===== src/rtl/ffirst_data_ctl.sv =====
module ffirst_data_ctl #(
  parameter int DATA_W = 32,
  parameter int VL_W   = 7
) (
  input  logic              clk,
  input  logic              rst_n,
  input  logic              start,
  input  logic [VL_W-1:0]   vl_in,
  input  logic              is_store,
  input  logic [1:0]        test_sel,
  input  logic              test_inv,
  input  logic              incl,
  input  logic              in_valid,
  output logic              in_ready,
  input  logic [DATA_W-1:0] in_data,
  output logic              cr_valid,
  output logic [3:0]        cr_field,
  output logic [VL_W-1:0]   cr_idx,
  output logic              wr_en,
  output logic              done,
  output logic [VL_W-1:0]   vl_out
);

  logic            busy;
  logic [VL_W-1:0] idx;
  logic [VL_W-1:0] vl_lim;
  logic            st_q, inv_q, incl_q;
  logic [1:0]      sel_q;

  logic       f_neg, f_zero, f_pos;
  logic [3:0] fld;
  logic       pick, fail, last, accept;

  assign f_neg  = in_data[DATA_W-1];
  assign f_zero = (in_data == '0);
  assign f_pos  = !f_neg && !f_zero;
  assign fld    = {f_neg, f_pos, f_zero, 1'b0};

  always_comb begin
    case (sel_q)
      2'd0:    pick = f_neg;
      2'd1:    pick = f_pos;
      2'd2:    pick = f_zero;
      default: pick = 1'b0;
    endcase
  end

  assign fail     = pick ^ inv_q;
  assign last     = (idx == vl_lim - 1'b1);
  assign in_ready = busy;
  assign accept   = busy && in_valid;

  always_ff @(posedge clk) begin
    if (!rst_n) begin
      busy     <= 1'b0;
      idx      <= '0;
      vl_lim   <= '0;
      st_q     <= 1'b0;
      inv_q    <= 1'b0;
      incl_q   <= 1'b0;
      sel_q    <= 2'd0;
      cr_valid <= 1'b0;
      cr_field <= 4'd0;
      cr_idx   <= '0;
      wr_en    <= 1'b0;
      done     <= 1'b0;
      vl_out   <= '0;
    end else begin
      cr_valid <= 1'b0;
      wr_en    <= 1'b0;
      done     <= 1'b0;
      if (!busy) begin
        if (start) begin
          if (vl_in == '0) begin
            done   <= 1'b1;
            vl_out <= '0;
          end else begin
            busy   <= 1'b1;
            idx    <= '0;
            vl_lim <= vl_in;
            st_q   <= is_store;
            inv_q  <= test_inv;
            incl_q <= incl;
            sel_q  <= test_sel;
          end
        end
      end else if (accept) begin
        cr_valid <= 1'b1;
        cr_field <= fld;
        cr_idx   <= idx;
        wr_en    <= !(st_q && fail && !incl_q);
        idx      <= idx + 1'b1;
        if (fail) begin
          busy   <= 1'b0;
          done   <= 1'b1;
          vl_out <= incl_q ? idx + 1'b1 : idx;
        end else if (last) begin
          busy   <= 1'b0;
          done   <= 1'b1;
          vl_out <= vl_lim;
        end
      end
    end
  end

endmodule


===== config.mk =====
export PLATFORM = sky130hd
export DESIGN_NAME = ffirst_data_ctl
export DESIGN_NICKNAME = d
export VERILOG_FILES = /design/src/rtl/ffirst_data_ctl.sv
export SDC_FILE = /design/constraint.sdc
export NUM_CORES = 1
export LEC_CHECK = 0
export BUFFER_PORTS_ARGS = -buffer_cell sky130_fd_sc_hd__buf_2
export CAP_MARGIN = 25
export CORE_MARGIN = 3
export CORE_UTILIZATION = 52
export DETAILED_ROUTE_END_ITERATION = 10
export MAX_ROUTING_LAYER = met4
export PLACE_DENSITY = 0.8
export SYNTH_ARGS = -nofsm -noshare
export SYNTH_HDL_FRONTEND = slang
export SYNTH_SLANG_ARGS = --single-unit

===== constraint.sdc =====
create_clock -name clk -period 2.1 [get_ports clk]
set_input_delay 0.21 -clock clk [delete_from_list [all_inputs] [get_ports clk]]
set_output_delay 0.21 -clock clk [all_outputs]
set_load 0.03 [all_outputs]

==> results.py <==
metrics = {
    "clocking": {
        "path_clk_slew_ns": 0.07,
        "clock_latency_ns": 0.28,
        "clock_path_buffers": 2,
        "hold_buffers": 0,
        "cts_buffers": 5,
        "cts_tree": "built",
        "clockRootBuffer": "clkbuf_8",
        "clock-sinks": 40,
        "cts.htree.levels": 2,
    },
    "layout": {
        "diodes": 0,
        "final_cell_mix": "buf_2 (68), nand2_1 (40), dfxtp_1 (37), buf_4 (25), nor2b_1 (21)",
        "area_growth_pct": 24.9,
        "drive_gt1_share_pct": 34.0,
        "fin_nets": 414,
        "layout_commonest_cell": "buf_2",
    },
    "outcome": {
        "status": "finished, final reports clean",
    },
    "synthesis": {
        "synth_top_area_share_pct": 32.8,
        "yosysTopAreaCell": "dfxtp_1",
        "ys_warn_count": 0,
        "synth.distinct_cells": 55,
        "async_flop_share_pct": 0,
        "synth_seq_area_share_pct": 32.8,
        "syn_nets": 334,
        "syn_inst": 284,
        "yosys-top-cells-area": "dfxtp_1 (33%), mux2i_1 (7.4%), nand2_1 (6.1%), nor2b_1 (5.4%), nor4_4 (3.5%)",
        "synthFlopType": "dfxtp_1",
        "synth_area_mm2": 0.00244,
        "synth-edff-count": 0,
        "ys_ff_latch": 40,
        "syn_avg_cell_area_um2": 8.60,
    },
    "power_and_ir_drop": {
        "peakVddDrop_mv": 0.415,
        "total_power_w": 0.00172,
        "p_per_area_mw_per_mm2": 564,
        "leakagePower_nw": 1.31,
    },
    "route": {
        "drc": 0,
        "drt_first_pass_iters": 4,
        "vias": 2372,
        "vias_per_cell": 5.69,
        "routed_wl_um": 6340,
        "drt_iter0_drc": 213,
        "ant_nets": 0,
        "avgRoutedWirePerCell_um": 15.2,
    },
    "sta": {
        "clock_skew_ns": 0.00726,
        "fin_crit_ns": 2.03,
        "finalSetupViolations": 0,
        "slew_violations": 0,
        "max_freq_mhz": 493,
        "fin_crit_sh_pct": 96.6,
        "fin_setup_tns_ns": 0,
        "hold_violations": 0,
        "layout_setup_ws_ns": 0.0715,
    },
    "worst_hold_path": {
        "hp-class": "in -> reg",
        "min_path_cells": 3,
    },
    "placed_design": {
        "hpwl_um": 4720,
        "gp_congestion": 1.02,
        "dp_slack_ns": -0.0658,
        "port_buffers": 68,
    },
    "global_route": {
        "grt-ovfl-total": 0,
        "first_global_vias": 2195,
        "grt_pass1_wl_um": 9960,
        "antenna_found_initial": 0,
        "grt_max_degree": 25,
        "grt.total_usage_pct": 23.9,
    },
    "floorplan": {
        "die_w_um": 74.6,
        "rows": 24,
        "core_area_mm2": 0.00444,
        "ios": 70,
        "die_h_um": 74.6,
        "initial_core_util_pct": 55.0,
        "die_area_mm2": 0.00556,
    },
    "setup_path": {
        "cp_num_buf_inv": 1,
        "reg2regPathDepth": 9,
        "cp_slowest_stage_delay_ns": 0.37,
        "cp_data_arrival_time_ns": 2.24,
        "setup.worst_path.class": "reg -> reg",
        "required_ns": 2.31,
        "worst-path-stages": 9,
        "crit_fanout": 8,
        "slowest_stage": "o41ai_2",
        "cp-start-kind": "flop",
        "crit_family": "compound AO/OA/AOI/OAI gates",
        "crit_path_cell_trace": "inv_2 -> ha_4 -> nand2b_4 -> a21oi_2 -> a31oi_1 -> a21oi_2 -> o41ai_2 -> a32o_2 -> mux2i_1",
        "cp_common_cell": "a21oi_2",
        "cp-end-kind": "flop",
    },
    "flow_run": {
        "maxCapViolCount": 0,
    },
}
## synth_stat cells, types with 2 or more instances
master     n
ha_1       2
mux2i_1   18
nor2_1    10
nor4_2     2
a31oi_1    3
nor3_1     7
and2_1     5
xnor2_1    7
xor2_1     8
o22ai_1    6
nor2b_1   21
buf_4      2
a221oi_1   2
clkbuf_1   8
nand3_1    4
nor4_1     4
and4_2     2
nand2b_1   4
inv_1      7
buf_2      8
o211ai_1   2
nand2_1   40
o21ai_0   10
buf_6      2
and3_1     6
nor4_4     4
a21boi_0   8
a22oi_1    5
dfxtp_1   40
a21oi_1   12
## repair_timing
action	in CTS	in global routing
pin swaps	0	5
gates resized for setup	1	10
buffers inserted	0	4
endpoints found under the setup margin	5	7
gates cloned	0	0
## routing by layer
| metal | up-vias | part of all wire, % | GRT usage [%] |
|---|---|---|---|
| met5 | - | 0 | - |
| met4 | 0 | 1.4 | 6.72 |
| met3 | 12 | 6.5 | 4.05 |
| met2 | 90 | 49 | 38.7 |
| met1 | 1098 | 43 | 30.6 |
| li1 | 1172 | - | - |
## logic make-up (layout without fill, tap and decap cells)
group | Yosys count | in the layout | share of synthesized area, %
AND/OR/NAND/NOR | 119 | 119 | 29.2
buffers and inverters | 27 | 108 | 5.48
AO/OA/AOI/OAI | 62 | 62 | 18.6
other | 1 | 1 | 0.153
flip-flops | 40 | 40 | 32.8
XOR/XNOR | 15 | 15 | 5.38
multiplexers | 18 | 18 | 7.37
adder cells (fa/ha/maj) | 2 | 2 | 1.02
## worst min-delay path: cells and delay by family
| family | cells | cell delay (ns) |
|---|---|---|
| buf+inv | 1 | 0.07 |
| simple gates | 1 | 0.09 |
| mux | 1 | 0.05 |
## registers in the layout (all words and copies together) (netlist names), 2 cells and up
register,count
cr_field,3
cr_idx,7
idx,7
sel_q,2
vl_lim,7
vl_out,7
## per-stage QoR
stage	instances	instance area, um^2	hold WS (ns)	util, %
3_3_place_gp	405	2900	0.446	65.2
3_5_place_dp	405	2900	0.449	65.2
6_report	417	3050	0.175	68.7
2_1_floorplan	284	2440	0.379	-
5_1_grt	417	3050	0.193	68.7
4_1_cts	413	2990	0.176	67.3
## power breakdown
part           leakage (nW)  switching (W)  total, W  internal, W
Sequential            0.326      0.0000291  0.000812     0.000783
Clock                0.0455       0.000248  0.000516     0.000268
Combinational         0.935       0.000209  0.000394     0.000184
## worst paths after layout
kind / start / end / slack, ns
worst max-delay path: vl_lim[1]$_SDFFE_PN0P_ / vl_out[1]$_SDFFE_PN0P_ / 0.07
worst min-delay path: test_sel[0] / sel_q[0]$_SDFFE_PN0P_ / 0.17
worst max register to register: vl_lim[1]$_SDFFE_PN0P_ / vl_out[1]$_SDFFE_PN0P_ / 0.07
worst min register to register: cr_idx[5]$_SDFFE_PN0P_ / cr_idx[5]$_SDFFE_PN0P_ / 0.46
## cell type report
cell class	count	area [um^2]
tap	52	65.1
inverter	7	26.3
fill	357	1390
multi-input combinational	217	1540
sequential	40	805
clock buffer	8	90.1
timing repair buffer	93	528
(Power assumes the default switching activity.)
